===== src/rtl/sx_pkg.sv =====
package sx_pkg;
  localparam int unsigned DEF_SYM_W = 12;
  localparam int unsigned DEF_OVS   = 40;
  localparam logic [11:0] DEF_START = 12'hB38;

  // Midpoint of a bit period, where the receiver samples.
  function automatic int unsigned mid_count(input int unsigned ovs);
    return ovs / 2;
  endfunction
endpackage


===== src/rtl/sx_rx_timing.sv =====
module sx_rx_timing #(
  parameter int unsigned OVS = sx_pkg::DEF_OVS
) (
  input  logic clk,
  input  logic rst_n,
  input  logic line_in,
  output logic bit_stb,
  output logic bit_val
);
  localparam int unsigned CW  = $clog2(OVS);
  localparam int unsigned MID = sx_pkg::mid_count(OVS);

  logic [2:0]    sync_q;   // [0] first flop, [1] synchronized, [2] previous
  logic [CW-1:0] phase_q;
  logic          line_edge;

  assign line_edge = sync_q[1] ^ sync_q[2];
  assign bit_stb   = (phase_q == CW'(MID)) && !line_edge;
  assign bit_val   = sync_q[1];

  always_ff @(posedge clk or negedge rst_n) begin
    if (!rst_n) begin
      sync_q  <= '0;
      phase_q <= '0;
    end else begin
      sync_q <= {sync_q[1:0], line_in};
      if (line_edge || phase_q == CW'(OVS - 1)) phase_q <= '0;
      else                                       phase_q <= phase_q + 1'b1;
    end
  end

  // two sampling strobes are never adjacent
  p_stb_spaced_r10: assert property (@(posedge clk) disable iff (!rst_n)
    bit_stb |=> !bit_stb);
  // a transition restarts the bit phase
  p_edge_realign_r10: assert property (@(posedge clk) disable iff (!rst_n)
    line_edge |=> (phase_q == '0));
endmodule


===== src/rtl/sx_rx_framer.sv =====
module sx_rx_framer #(
  parameter int unsigned      SYM_W     = sx_pkg::DEF_SYM_W,
  parameter logic [SYM_W-1:0] START_PAT = sx_pkg::DEF_START
) (
  input  logic             clk,
  input  logic             rst_n,
  input  logic             bit_stb,
  input  logic             bit_val,
  input  logic             start_clr,
  input  logic             rd_ack,
  output logic             start_det,
  output logic [SYM_W-1:0] rx_sym,
  output logic             data_rdy,
  output logic             overrun
);
  localparam int unsigned BW = $clog2(SYM_W);

  logic [SYM_W-1:0] win_q, asm_q;
  logic [BW-1:0]    bcnt_q;
  logic [SYM_W-1:0] win_next, asm_next;
  logic             pat_hit, sym_done, assembling;

  function automatic logic [SYM_W-1:0] shift_in(input logic [SYM_W-1:0] v, input logic b);
    return {v[SYM_W-2:0], b};
  endfunction

  assign win_next   = shift_in(win_q, bit_val);
  assign asm_next   = shift_in(asm_q, bit_val);
  assign pat_hit    = bit_stb && !start_det && !start_clr && (win_next == START_PAT);
  assign assembling = bit_stb && start_det && !start_clr;
  assign sym_done   = assembling && (bcnt_q == BW'(SYM_W - 1));

  always_ff @(posedge clk or negedge rst_n) begin
    if (!rst_n) begin
      win_q     <= '0;
      asm_q     <= '0;
      bcnt_q    <= '0;
      start_det <= 1'b0;
      rx_sym    <= '0;
      data_rdy  <= 1'b0;
      overrun   <= 1'b0;
    end else begin
      if (start_clr)    win_q <= '0;
      else if (bit_stb) win_q <= win_next;

      if (start_clr) begin
        start_det <= 1'b0;
        bcnt_q    <= '0;
      end else if (pat_hit) begin
        start_det <= 1'b1;
        bcnt_q    <= '0;
      end else if (assembling) begin
        asm_q  <= asm_next;
        bcnt_q <= sym_done ? '0 : bcnt_q + 1'b1;
      end

      if (sym_done) rx_sym <= asm_next;

      if (sym_done)    data_rdy <= 1'b1;
      else if (rd_ack) data_rdy <= 1'b0;

      if (sym_done && data_rdy && !rd_ack) overrun <= 1'b1;
      else if (rd_ack)                     overrun <= 1'b0;
    end
  end

  // start detection is sticky until cleared
  p_start_sticky_r4: assert property (@(posedge clk) disable iff (!rst_n)
    (start_det && !start_clr) |=> start_det);
  // clear drops the start flag
  p_start_clear_r9: assert property (@(posedge clk) disable iff (!rst_n)
    start_clr |=> !start_det);
  // a symbol is only announced after a start
  p_rdy_after_start_r5: assert property (@(posedge clk) disable iff (!rst_n)
    $rose(data_rdy) |-> $past(start_det));
  // overrun only appears with a pending symbol
  p_ovr_pending_r8: assert property (@(posedge clk) disable iff (!rst_n)
    $rose(overrun) |-> data_rdy);
  // acknowledge empties ready and overrun
  p_ack_clears_r7: assert property (@(posedge clk) disable iff (!rst_n)
    (rd_ack && !sym_done) |=> (!data_rdy && !overrun));
endmodule


===== src/rtl/sx_tx_serial.sv =====
module sx_tx_serial #(
  parameter int unsigned SYM_W = sx_pkg::DEF_SYM_W,
  parameter int unsigned OVS   = sx_pkg::DEF_OVS
) (
  input  logic             clk,
  input  logic             rst_n,
  input  logic             tx_en,
  input  logic             tx_load,
  input  logic [SYM_W-1:0] tx_sym,
  output logic             tx_line
);
  localparam int unsigned CW = $clog2(OVS);
  localparam int unsigned IW = $clog2(SYM_W + 1);

  logic [SYM_W-1:0] sym_q;
  logic [IW-1:0]    idx_q;   // SYM_W means finished
  logic [CW-1:0]    cyc_q;
  logic             sending;

  function automatic logic msb_first(input logic [SYM_W-1:0] s, input logic [IW-1:0] i);
    return s[SYM_W - 1 - int'(i)];
  endfunction

  assign sending = tx_en && (idx_q < IW'(SYM_W));
  assign tx_line = sending ? msb_first(sym_q, idx_q) : 1'b0;

  always_ff @(posedge clk or negedge rst_n) begin
    if (!rst_n) begin
      sym_q <= '0;
      idx_q <= IW'(SYM_W);
      cyc_q <= '0;
    end else if (tx_load) begin
      sym_q <= tx_sym;
      idx_q <= '0;
      cyc_q <= '0;
    end else if (!tx_en) begin
      cyc_q <= '0;
      if (idx_q < IW'(SYM_W)) idx_q <= '0;
    end else if (sending) begin
      if (cyc_q == CW'(OVS - 1)) begin
        cyc_q <= '0;
        idx_q <= idx_q + 1'b1;
      end else begin
        cyc_q <= cyc_q + 1'b1;
      end
    end
  end

  // output is idle whenever transmit is disabled
  p_idle_when_off_r3: assert property (@(posedge clk) disable iff (!rst_n)
    !tx_en |-> !tx_line);
  // disabling mid-symbol rewinds to the first bit
  p_rewind_r3: assert property (@(posedge clk) disable iff (!rst_n)
    (!tx_en && !tx_load && idx_q != IW'(SYM_W)) |=> (idx_q == '0));
endmodule


===== src/rtl/sym_xcvr.sv =====
module sym_xcvr #(
  parameter int unsigned SYM_W     = sx_pkg::DEF_SYM_W,
  parameter int unsigned OVS       = sx_pkg::DEF_OVS,
  parameter logic [SYM_W-1:0] START_PAT = sx_pkg::DEF_START
) (
  input  logic             clk,
  input  logic             rst_n,
  input  logic             rx_line,
  input  logic             start_clr,
  input  logic             rd_ack,
  output logic             start_det,
  output logic [SYM_W-1:0] rx_sym,
  output logic             data_rdy,
  output logic             overrun,
  input  logic             tx_en,
  input  logic             tx_load,
  input  logic [SYM_W-1:0] tx_sym,
  output logic             tx_line
);
  logic bit_stb, bit_val;

  sx_rx_timing #(.OVS(OVS)) u_timing (
    .clk(clk), .rst_n(rst_n), .line_in(rx_line),
    .bit_stb(bit_stb), .bit_val(bit_val)
  );

  sx_rx_framer #(.SYM_W(SYM_W), .START_PAT(START_PAT)) u_framer (
    .clk(clk), .rst_n(rst_n), .bit_stb(bit_stb), .bit_val(bit_val),
    .start_clr(start_clr), .rd_ack(rd_ack), .start_det(start_det),
    .rx_sym(rx_sym), .data_rdy(data_rdy), .overrun(overrun)
  );

  sx_tx_serial #(.SYM_W(SYM_W), .OVS(OVS)) u_tx (
    .clk(clk), .rst_n(rst_n), .tx_en(tx_en), .tx_load(tx_load),
    .tx_sym(tx_sym), .tx_line(tx_line)
  );
endmodule


===== config.mk =====
export PLATFORM = sky130hd
export DESIGN_NAME = sym_xcvr
export DESIGN_NICKNAME = d
export VERILOG_FILES = /design/src/rtl/sx_pkg.sv /design/src/rtl/sx_rx_timing.sv /design/src/rtl/sx_rx_framer.sv /design/src/rtl/sx_tx_serial.sv /design/src/rtl/sym_xcvr.sv
export SDC_FILE = /design/constraint.sdc
export NUM_CORES = 1
export LEC_CHECK = 0
export ABC_AREA = 1
export BUFFER_PORTS_ARGS = -buffer_cell sky130_fd_sc_hd__buf_2
export CORE_UTILIZATION = 55
export CTS_CLUSTER_SIZE = 25
export DETAILED_ROUTE_END_ITERATION = 12
export MAX_ROUTING_LAYER = met4
export PLACE_DENSITY = 0.75
export SYNTH_ARGS = -nofsm -noshare
export SYNTH_HDL_FRONTEND = slang
export SYNTH_SLANG_ARGS = --single-unit

===== constraint.sdc =====
create_clock -name clk -period 3.55 [get_ports clk]
set_input_delay 0.355 -clock clk [delete_from_list [all_inputs] [get_ports clk]]
set_output_delay 0.355 -clock clk [all_outputs]
set_load 0.02 [all_outputs]

======== Word-level counts from Yosys, hierarchy flattened ========
Index checks and enable logic that the tools add are counted.
word-level totals
  flip-flop bits (word level) ............. 72
  input bits .............................. 19
  output and inout port bits .............. 16
cells by class
  add/subtract/negate cells ............... 5
  magnitude comparators ................... 2
  eq/ne operators ......................... 7
  mux-type cells .......................... 24
  bitwise logic cells ..................... 3
  reductions and logical operators ........ 23
operators with widths
  kind                                                    number
  two-way mux 4 bit                                       9
  < comparator 32 x 5 -> 1 bit (second input constant)    1
  two-way mux 6 bit                                       5
  two-way mux 11 bit                                      2
  adder 6 x 1 -> 6 bit (second input constant)            2
  == test 12 bit (second input constant)                  1
  == test 6 bit (second input constant)                   2
  logical AND 1 bit                                       10
  adder 4 x 1 -> 4 bit (second input constant)            2
  nonzero test 2 bit                                      4
  two-way mux 1 bit                                       7
  == test 6 x 5 -> 1 bit (second input constant)          1
  inequality test 3 x 1 -> 1 bit (second input constant)  2
  AND reduction 3 bit                                     2
  nonzero test 3 bit                                      2
  subtractor 4 x 4 -> 5 bit (first input constant)        1
  binary-select mux 1 bit (select 4 bit)                  1
  == test 4 bit (second input constant)                   1
  zero test 1 bit                                         4
  < comparator 4 bit (second input constant)              1
  inverter 1 bit                                          2
  logical OR 1 bit                                        1
  bitwise XOR 1 bit                                       1

======== Logic depth before layout (Yosys ltp) ========
Gate-level depths: netlist of run 1.
  depth after elaboration ................. 10
  gate-level depth with buffers ........... 10

======== Modules after synthesis ========
From an unflattened synthesis of run 1, not the netlist that was laid out.
unflattened totals
  cells, all modules ...................... 370
  area, all modules ....................... 3244.4 µm²
by module, submodules not included
  module        times used  cells an instance  area each (µm²)  seq. area each (µm²)
  sx_rx_framer  1           180                1705.4           1026.0
  sx_tx_serial  1           150                1139.8           553.0
  sx_rx_timing  1           40                 399.1            225.2

======== Worst setup path after synthesis of run 1 ========
No wires, ideal clock.
  kind .................................... reg2out
  from .................................... register u_tx.idx_q[2]
  to ...................................... output tx_line
  arrival time ............................ 1276 ps
  data required time ...................... 3195 ps
  slack ................................... 1919 ps
  cell stages (with the launch flop) ...... 5
  path buffers ............................ 0
  cells stage by stage .................... dfstp_2 -> ha_1 -> inv_1 -> nand3_1 -> a21oi_1
between the ends
  longest elaborated chain between the ends .. 4
  elaborated cells between the ends (all ways) .. 6
  classes of those cells .................. add/sub: 1; order compare: 1; mux: 3; reduce/logical: 1
RTL lines
  element                                  line                RTL
  start, declared                          sx_tx_serial.sv:16  logic [IW-1:0] idx_q;
  start signal, assigned                   sx_tx_serial.sv:30  idx_q <= IW'(SYM_W);
  start signal, assigned                   sx_tx_serial.sv:42  idx_q <= idx_q + 1'b1;
  subtractor 4 x 4 -> 5 bit                sx_tx_serial.sv:21  return s[SYM_W - 1 - int'(i)];
  binary-select mux 1 bit (select 4 bit)   sx_tx_serial.sv:21
  two-way mux 1 bit (implied by the code)  sx_tx_serial.sv:21
  two-way mux 1 bit (*)                    sx_tx_serial.sv:25  assign tx_line = sending ? msb_first(sym_q, idx_q) : 1'b0;
  end, declared                            sym_xcvr.sv:18      output logic tx_line
Every way passes the cells marked *; elsewhere a longest branch is shown, timed or not. The select of a mux whose other input is x is not followed.

======== Final worst setup path of run 1 ========
  from .................................... register u_tx.idx_q[0]
  to ...................................... output tx_line
Same word-level chain as after synthesis.

==> run_results.csv, run 1 <==
group,metric,value,unit
status,outcome,"completed",
global_routing,grt_pass1_vias,2412,
worst_setup_path,critPathLaunchType,"flip-flop",
power,power.density,460,mW/mm^2
drt,via_count,2543,
global_routing,grt_usage,0.220,
clocking,cts_setup_buffers,0,
global_routing,antenna_found_initial,0,
logic_synthesis,synth.area.top_cells,"dfrtp_1, nand2_1, inv_1",
worst_setup_path,reg2regPathDepth,7,
timing,setup-tns-final,0,ps
timing,drv_slew,0,
logic_synthesis,synth_top_area_frac,0.523,
timing,setup_viol_count_final,0,
timing,fin_skew,10.4,ps
flow_run,drv_cap,0,
clocking,cts_tree,"built",
timing,grt_setup_unrepaired,"no",
global_routing,grt_max_degree,31,
min_path,holdCritPathClass,"primary input to asynchronous set/reset pin",
logic_synthesis,netlist_instances,383,
clocking,cts-resized-gates,0,
drt,drt_wl_total,5910,um
timing,slew_headroom,0.484,
placed_design,gp_congestion,0.807,
placed_design,portBuffers,34,
worst_setup_path,crit_type,"flip-flop to output port",
floorplan,pin_count,35,
cells_and_area,fin_util,0.647,
logic_synthesis,synth_area,0.00335,mm^2
logic_synthesis,synth.avg_cell_area,8.75,um^2
worst_setup_path,cp.required,3190,ps
cells_and_area,antenna_cells,0,
floorplan,dieArea,0.00641,mm^2
logic_synthesis,synth_warnings,0,
worst_setup_path,crit_fanout,12,
logic_synthesis,yosysTopAreaCell,"dfrtp_1",
floorplan,core,0.00589,mm^2
global_routing,grt-ovfl-total,0,
cells_and_area,fin_nets,444,
clocking,h-tree-depth,3,
floorplan,rows,28,
worst_setup_path,critPathArrivalTime,1720,ps
timing,hold_violations,0,
clocking,clock-sinks,72,
logic_synthesis,yosysSeqAreaShare,0.539,
drt,drt_iter0_drc,159,
logic_synthesis,ys_types,31,
clocking,root_buffer,"clkbuf_8",
global_routing,grt_pass1_wl,10400,um
clocking,cts-hold-fix-buffers,0,
worst_setup_path,rrSetupSlack,1600,ps
timing,finalCritPeriodShare,0.584,
logic_synthesis,synth_fp_nets,408,
timing,max_freq,483,MHz
clocking,clk_pin_slew,80,ps
cells_and_area,mostFrequentLayoutCell,"nand2_1",
floorplan,initial_utilization,0.569,
drt,drc,0,
worst_setup_path,r2r_end,"u_framer.win_q[6]",
clocking,insertion_delay,350,ps
timing,period_needed,2070,ps
clocking,cts_max_path_buffers,2,
drt,wl_per_cell,11.8,um
drt,routed_via_density,5.10,
logic_synthesis,ys_ff_latch,72,
cells_and_area,regArea,0.00180,mm^2
timing,worst_slew_pin_slew,772,ps
floorplan,fp.dieH,80.0,um
cells_and_area,areaGrowthSynthToFinish,13.7,%
drt,dr.pass1.iters,4,
power,peakVddDrop,0.313,mV
cells_and_area,multi_input_area,0.00127,mm^2
drt,antenna_left,0,
cells_and_area,final_cell_mix,"nand2_1, dfrtp_1, inv_1",
placed_design,place_hpwl,4180,um
worst_setup_path,r2r_start,"u_timing.phase_q[0]",
power,p_leak,1.87,nW
worst_setup_path,cp-end-kind,"output port",
cells_and_area,drive_gt1_frac,0.191,
floorplan,dieWidth,80.0,um
cells_and_area,nFillCells,485,
clocking,cts-buffers-inserted,9,
sequential cells by signal (all words and copies together), names as in the netlist, 3 cells and up:
name and flops:
u_framer.rx_sym 12, u_framer.bcnt_q 4, u_framer.asm_q 11, u_timing.sync_q 3
u_tx.cyc_q 6, u_timing.phase_q 6, u_tx.idx_q 4, u_tx.sym_q 12
u_framer.win_q 11
through the flow:
| step | worst slack [ps] | instances | total power [mW] | area, um^2 | hold slack [ps] |
|---|---|---|---|---|---|
| 6_report | 1480 | 499 | 1.75 | 3810 | 16.1 |
| 5_1_grt | 1300 | 499 | 1.81 | 3810 | 77.8 |
| 4_1_cts | 1470 | 499 | 1.76 | 3810 | 40.8 |
| 3_5_place_dp | 1590 | 483 | 0.978 | 3570 | 360 |
| 3_3_place_gp | 1720 | 483 | 0.974 | 3570 | 355 |
| 2_1_floorplan | 1920 | 383 | 0.934 | 3350 | 59.4 |
cell usage after synthesis, drive strengths merged:
library cell,n
a21oi,12
buf,6
clkbuf,5
dfrtp,70
dfstp,2
ha,6
inv,57
mux2,2
nand2,93
nand3,27
nand4,8
nor2,30
nor3,2
nor3b,2
nor4,3
o211ai,1
o21ai,50
o31ai,3
xnor2,1
xor2,3
how the worst max path moves through the flow:
stage,start,end
floorplan,u_tx.idx_q[2],tx_line
global placement,u_timing.phase_q[0],u_framer.win_q[4]
detailed placement,u_timing.phase_q[0],u_framer.win_q[6]
CTS,u_tx.idx_q[0],tx_line
global route,u_tx.idx_q[0],tx_line
finish,u_tx.idx_q[0],tx_line
critical path, cell delays in order, from the launching register on:
cell and delay (ps):
dfrtp_1 560, inv_1 170, nand2_1 100, nand3_1 70, nand3_1 90, nand3_1 60
a21oi_1 140, buf_2 180
report_power, final:
group	leakage [nW]	total, mW	internal [mW]	switching [mW]
registers	0.959	0.857	0.842	0.0158
logic	0.787	0.102	0.0352	0.0671
clock network	0.124	0.794	0.469	0.325
total	1.87	1.75	1.35	0.408
layer usage:
metal | vias to the layer above | track usage | part of all wire
met4 | 0 | 0.104 | 0.019
met2 | 63 | 0.338 | 0.46
met3 | 11 | 0.0434 | 0.041
met5 | - | - | 0
li1 | 1297 | - | -
met1 | 1172 | 0.282 | 0.48
cell families (layout without fill, tap and decap cells):
kind of cell,count (synthesis),count (layout),synth area share
multiplexers,2,2,0.00672
flip-flops,72,72,0.539
buffers and inverters,68,109,0.0826
adder cells (fa/ha/maj),6,6,0.0224
AND/OR/NAND/NOR,165,165,0.223
AO/OA/AOI/OAI,66,66,0.114
XOR/XNOR,4,4,0.0127
layout make-up:
class / count / share of cell area
flip-flops and latches: 72 / 0.474
well taps: 75 / 0.0246
clock inverters: 7 / 0.0309
clock buffers: 9 / 0.0325
repair buffers: 36 / 0.0486
inverters: 57 / 0.0568
multi-input cells: 243 / 0.333
Power figures use the tool's default switching activity.
==> run 2, diff against run 1 <==
ABC_AREA = 0   (was 1)
PLACE_DENSITY = 0.76   (was 0.75)
clock period = 2 ns   (was 3.55 ns; I/O delays follow)
==> run 2 against run 1 <==
The flow now finishes with violations (setup timing). Global-route usage down 1.2 points. Clock power up 46%. Via count down 17%. Routed wire length down 6.4%. First-iteration DRC count up 4.4%. Synthesized area down 4.5%. Critical path type unchanged. Largest power group unchanged.
==> run_results.csv, run 2 <==
group,metric,value,unit
global_routing,grt-ovfl-total,0,
flow_run,drv_cap,0,
cells_and_area,design_area,0.00376,mm^2
floorplan,dieArea,0.00613,mm^2
clocking,h-tree-depth,3,
drt,dr.pass1.iters,4,
power,sw_frac_of_total,0.232,
power,comb_power_share,0.058,
floorplan,pin_count,35,
logic_synthesis,yosysTopAreaCell,"dfrtp_1",
timing,worst_slew_pin_slew,653,ps
clocking,clk_pin_slew,80,ps
cells_and_area,mostFrequentLayoutCell,"dfrtp_1",
timing,drv_slew,0,
worst_setup_path,critPathArrivalTime,2080,ps
power,p_leak,1.76,nW
placed_design,portBuffers,34,
placed_design,gp_congestion,0.815,
timing,setup_viol_count_final,1,
logic_synthesis,synth_warnings,0,
placed_design,placed_area,0.00350,mm^2
clocking,root_buffer,"clkbuf_8",
min_path,holdCritPathClass,"primary input to flip-flop",
timing,hold_violations,0,
logic_synthesis,synth_fp_nets,282,
cells_and_area,nFillCells,431,
status,outcome,"finished, violations left",
cells_and_area,reg_top3,"u_framer.rx_sym: 12 flops, u_tx.sym_q: 12 flops",
cells_and_area,fin_util,0.678,
floorplan,dieWidth,78.3,um
worst_setup_path,cp_slowest_cell,"dfstp_2",
floorplan,initial_utilization,0.577,
timing,period_needed,2280,ps
logic_synthesis,synth.area.top_cells,"dfrtp_1, mux2_2, mux2i_1",
worst_setup_path,path_cells,"ha_4, mux4_2, or3b_4, o31ai_2, nor3_1, buf_2",
global_routing,antenna_found_initial,0,
power,power.density,757,mW/mm^2
drt,antenna_left,0,
logic_synthesis,synth.avg_cell_area,12.4,um^2
timing,fin_skew,11.7,ps
logic_synthesis,netlist_instances,257,
cells_and_area,areaGrowthSynthToFinish,17.4,%
logic_synthesis,synth_ff_type,"dfrtp_1",
cells_and_area,final_cell_mix,"dfrtp_1, buf_2, nor2_1, mux2_2, mux2i_1",
global_routing,grt_pass1_wl,9500,um
logic_synthesis,synth_top_area_frac,0.548,
worst_setup_path,crit_family,"flip-flops",
logic_synthesis,ys_types,50,
worst_setup_path,rrSetupSlack,60,ps
floorplan,core,0.00554,mm^2
logic_synthesis,yosysSeqAreaShare,0.564,
cells_and_area,drive_gt1_frac,0.324,
clocking,cts_tree,"built",
worst_setup_path,cp.buffers_inverters,1,
global_routing,grt_pass1_vias,2121,
power,p_total,2.85,mW
cells_and_area,antenna_cells,0,
cells_and_area,regArea,0.00180,mm^2
drt,routed_via_density,5.50,
timing,finalWorstSetupSlack,-284,ps
worst_setup_path,cp-end-kind,"output port",
cells_and_area,fin_nets,332,
drt,drt_iter0_drc,166,
global_routing,grt_usage,0.208,
logic_synthesis,synth_edf_count,0,
drt,wl_per_cell,14.4,um
logic_synthesis,synthTopCellsByCount,"dfrtp_1, mux2_2, nor2_1",
clocking,insertion_delay,340,ps
worst_setup_path,crit_type,"flip-flop to output port",
clocking,cts_setup_buffers,0,
floorplan,fp.dieH,78.3,um
cells_and_area,multi_input_area,0.00134,mm^2
logic_synthesis,ys_ff_latch,72,
power,p_clk_frac,0.409,
clocking,clock-sinks,72,
timing,holdWs,30.0,ps
placed_design,dp_slack,-13.9,ps
logic_synthesis,synth.most_common_cell,"dfrtp_1",
status,violations,"setup timing",
power,peakVddDrop,0.465,mV
clocking,cts-buffers-inserted,9,
worst_setup_path,critPathLaunchType,"flip-flop",
drt,drt_wl_total,5530,um
power,power_frac_seq,0.533,
logic_synthesis,synth_area,0.00320,mm^2
worst_setup_path,crit_fanout,2,
power,internal_power,2.18,mW
timing,finalCritPeriodShare,1.14,
drt,drc,0,
floorplan,rows,27,
drt,via_count,2112,
worst_setup_path,cp.required,1800,ps
placed_design,place_hpwl,3720,um
worst_setup_path,critPathMaxStageDelay,560,ps
power,p_switching,0.661,mW
clocking,cts_max_path_buffers,2,
timing,max_freq,438,MHz
timing,slew_headroom,0.563,
global_routing,grt_max_degree,73,
logic_synthesis,synthArstFlopShare,1.00,
timing,grt_setup_unrepaired,"yes",
## run 2: cell count changes in the layout (fill, tap and decap cells not counted), sizes merged, moves of 7 or more
cell | previous run | this run
a21oi | 12 | 5
buf | 36 | 44
inv | 59 | 11
mux2 | 2 | 35
mux2i | 0 | 14
nand2 | 93 | 13
nand3 | 27 | 10
nand4 | 8 | 0
o21ai | 50 | 3
## run 2: metal layers
layer | vias to the layer above | global-route usage | part of all wire
met5 | - | - | 0
met4 | 0 | 0.102 | 0.018
met3 | 13 | 0.0465 | 0.033
met2 | 46 | 0.329 | 0.49
met1 | 1036 | 0.255 | 0.45
li1 | 1017 | - | -
## run 2: repair_timing
| item | CTS | global route |
|---|---|---|
| resized for setup | 3 | 0 |
| setup endpoints to repair | 1 | 2 |
| hold buffers | 2 | 0 |
| cloned | 0 | 1 |
| hold endpoints to repair | 71 | 0 |
| pin swaps | 1 | 2 |
## run 2: layout make-up
cell class	instances	share of cell area
inverter	10	0.00999
multi-input combinational	168	0.357
tap	72	0.0240
clock inverter	6	0.0180
clock buffer	10	0.0366
timing repair buffer	46	0.0739
sequential	72	0.480
## run 2: metrics by stage
| stage | std cells | setup TNS (ps) |
|---|---|---|
| after floorplan | 257 | 0 |
| after global placement | 365 | 0 |
| after detailed placement | 365 | -13.9 |
| after CTS | 383 | -278 |
| after global routing | 384 | -618 |
| final | 384 | -284 |
## run 2: cells by family (layout without fill, tap and decap cells)
| kind of cell | count (synthesis) | count (layout) | synth area share |
|---|---|---|---|
| simple gates | 77 | 78 | 0.131 |
| mux | 51 | 51 | 0.181 |
| flops | 72 | 72 | 0.564 |
| buf+inv | 18 | 72 | 0.0250 |
| fa+ha+maj | 6 | 6 | 0.0235 |
| xor+xnor | 8 | 8 | 0.0219 |
| compound gates | 25 | 25 | 0.0540 |
## run 2: path summary, 6_finish.rpt
path / from / end / cells after the start
worst max-delay path: u_tx.idx_q[2] / tx_line / 6
worst min register to register: u_timing.sync_q[0] / u_timing.sync_q[1] / 0
worst max register to register: u_timing.phase_q[3] / u_framer.asm_q[6] / 4
min in group asynchronous: rst_n / u_framer.win_q[6] / 3
max in group asynchronous: rst_n / u_tx.idx_q[2] / 3
worst min-delay path: rd_ack / u_framer.overrun / 2
## run 2: power by group through the flow
stage,sequential (mW),combinational (mW),clock [mW]
2_1_floorplan,1.54,0.0901,0
3_3_place_gp,1.54,0.161,0
3_5_place_dp,1.55,0.165,0
4_1_cts,1.52,0.169,1.20
5_1_grt,1.52,0.189,1.25
6_report,1.52,0.165,1.16
==> run 3, diff against run 2 <==
--- a/config.mk
+++ b/config.mk
@@ -9,2 +9,3 @@
 export BUFFER_PORTS_ARGS = -buffer_cell sky130_fd_sc_hd__buf_2
+export CORE_ASPECT_RATIO = 0.5
 export CORE_UTILIZATION = 55
@@ -12,2 +13,3 @@
 export DETAILED_ROUTE_END_ITERATION = 12
+export GPL_TIMING_DRIVEN = 0
 export MAX_ROUTING_LAYER = met4
==> constraint.sdc (replaced) <==
create_clock -name clk -period 2 [get_ports clk]
set_input_delay 0.3 -clock clk [delete_from_list [all_inputs] [get_ports clk]]
set_output_delay 0.3 -clock clk [all_outputs]
set_load 0.02 [all_outputs]
==> run 3 against run 2 <==
The run still ends with setup timing left. Non-clock buffer count is 6 higher. Global-route usage is 1.2 points higher. Core utilization is 2.2 points higher. Clock power is 24% higher. Sequential power hardly changed. Fmax is 3.3% lower. Critical path depth stayed put. Final cell count is 1.6% higher. Sequential cell count stayed put. Via count is 2.6% higher. Total power is 9.9% higher. Highest routed layer unchanged.
==> run_results.csv, run 3 (synthesis results as in run 2) <==
group,metric,value,unit
power,sw_frac_of_total,0.221,
power,p_clk_frac,0.459,
clocking,clk_pin_slew,50,ps
global_routing,grt_pass1_wl,9740,um
worst_setup_path,cp-end-kind,"output port",
status,outcome,"finished, violations left",
drt,drt_wl_total,5690,um
timing,fin_skew,5.80,ps
power,p_leak,1.83,nW
power,p_total,3.13,mW
timing,hold_violations,0,
worst_setup_path,crit_fanout,4,
global_routing,grt-ovfl-total,0,
timing,worst_slew_pin_slew,885,ps
clocking,insertion_delay,330,ps
min_path,holdCritPathClass,"primary input to asynchronous set/reset pin",
clocking,cts_max_path_buffers,2,
cells_and_area,nFillCells,388,
worst_setup_path,crit_type,"flip-flop to output port",
drt,drt_iter0_drc,97,
timing,drv_slew,0,
timing,slew_headroom,0.410,
cells_and_area,reg_top3,"u_framer.rx_sym: 12 flops, u_tx.sym_q: 12 flops",
floorplan,fp.dieH,55.9,um
timing,setup_viol_count_final,1,
drt,drc,0,
power,comb_power_share,0.053,
cells_and_area,areaGrowthSynthToFinish,21.2,%
floorplan,dieWidth,110,um
cells_and_area,drive_gt1_frac,0.334,
cells_and_area,antenna_cells,0,
cells_and_area,fin_util,0.700,
floorplan,core,0.00554,mm^2
timing,max_freq,423,MHz
floorplan,initial_utilization,0.578,
clocking,cts-buffers-inserted,9,
flow_run,drv_cap,0,
placed_design,portBuffers,33,
power,peakVddDrop,0.878,mV
clocking,root_buffer,"clkbuf_16",
power,internal_power,2.44,mW
drt,dr.pass1.iters,4,
worst_setup_path,critPathLaunchType,"flip-flop",
global_routing,antenna_found_initial,0,
global_routing,grt_pass1_vias,2138,
worst_setup_path,critPathArrivalTime,2060,ps
power,power.density,807,mW/mm^2
cells_and_area,final_cell_mix,"dfrtp_1, buf_2, nor2_1, mux2_2",
placed_design,gp_congestion,0.745,
clocking,clock-sinks,72,
timing,finalWorstSetupSlack,-362,ps
floorplan,dieArea,0.00614,mm^2
timing,finalCritPeriodShare,1.18,
global_routing,grt_usage,0.220,
drt,antenna_left,0,
placed_design,place_hpwl,3600,um
floorplan,rows,19,
cells_and_area,mostFrequentLayoutCell,"dfrtp_1",
drt,wl_per_cell,14.6,um
status,violations,"setup timing",
global_routing,grt_max_degree,73,
cells_and_area,regArea,0.00181,mm^2
cells_and_area,fin_nets,337,
cells_and_area,multi_input_area,0.00137,mm^2
floorplan,pin_count,35,
worst_setup_path,cp.required,1700,ps
drt,routed_via_density,5.56,
power,p_switching,0.692,mW
clocking,cts_tree,"built",
timing,grt_setup_unrepaired,"yes",
clocking,h-tree-depth,3,
drt,via_count,2167,
placed_design,dp_slack,-176,ps
timing,period_needed,2360,ps
power,power_frac_seq,0.487,
## run 3: cell count changes in the layout (fill, tap and decap cells not counted), sizes merged, moves of 2 or more
cell         delta
buf             +4
clkinvlp        -2
dlygate4sd3     -2
clkbuf          +6
clkinv          +2
## run 3: layer usage
metal	global-route usage	vias to the layer above	wire length [um]
met4	0.122	0	80
met2	0.323	42	2890
met1	0.271	1089	2510
met3	0.0691	7	210
met5	-	-	0
li1	-	1029	-
## run 3: critical path, stage by stage, from the launching register on
cell	delay, ps
dfstp_2	550
ha_4	220
mux4_2	280
or3b_4	390
o31ai_4	70
nor3_2	60
buf_4	150
## run 3: power by group through the flow
| stage | Clock, mW | Sequential [mW] | Combinational, mW |
|---|---|---|---|
| floorplan | 0 | 1.54 | 0.0918 |
| global placement | 0 | 1.55 | 0.148 |
| detailed placement | 0 | 1.55 | 0.157 |
| CTS | 1.48 | 1.52 | 0.159 |
| global route | 1.53 | 1.53 | 0.190 |
| finish | 1.44 | 1.52 | 0.167 |
## run 3: layout make-up
type | count | share of cell area
Timing Repair Buffer | 44 | 0.0652
Tap cell | 73 | 0.0236
Inverter | 10 | 0.00968
Buffer | 8 | 0.0145
Multi-Input combinational cell | 167 | 0.352
Clock buffer | 12 | 0.0636
Clock inverter | 4 | 0.00516
Sequential cell | 72 | 0.466
## run 3: repair_timing
item                                    CTS  global route
endpoints found under the setup margin   20            21
pin swaps                                 1             3
hold buffers                              0             0
buffers inserted                          3             8
resized for setup                         4             6
## run 3: metrics by stage
step / TNS [ps] / hold WS [ps] / cell area, um^2 / instances
after floorplan: 0 / 4.41 / 3220 / 257
after global placement: -1240 / 333 / 3480 / 363
after CTS: -372 / 60.3 / 3780 / 382
final: -362 / 70.5 / 3880 / 390
after global routing: -445 / 63.1 / 3880 / 390
after detailed placement: -2090 / 335 / 3480 / 363
## run 3: final timing paths
check / cells past startpoint / slack, ps / to / start
max reg2reg: 5 / 70 / u_framer.rx_sym[4] / u_timing.phase_q[2]
min reg2reg: 0 / 350 / u_timing.sync_q[1] / u_timing.sync_q[0]
min in group clk: 1 / 70 / u_timing.sync_q[0] / rx_line
min: 1 / 70 / u_tx.cyc_q[2] / rst_n
max in group asynchronous: 1 / 1310 / u_timing.phase_q[3] / rst_n
max: 6 / -360 / tx_line / u_tx.idx_q[3]
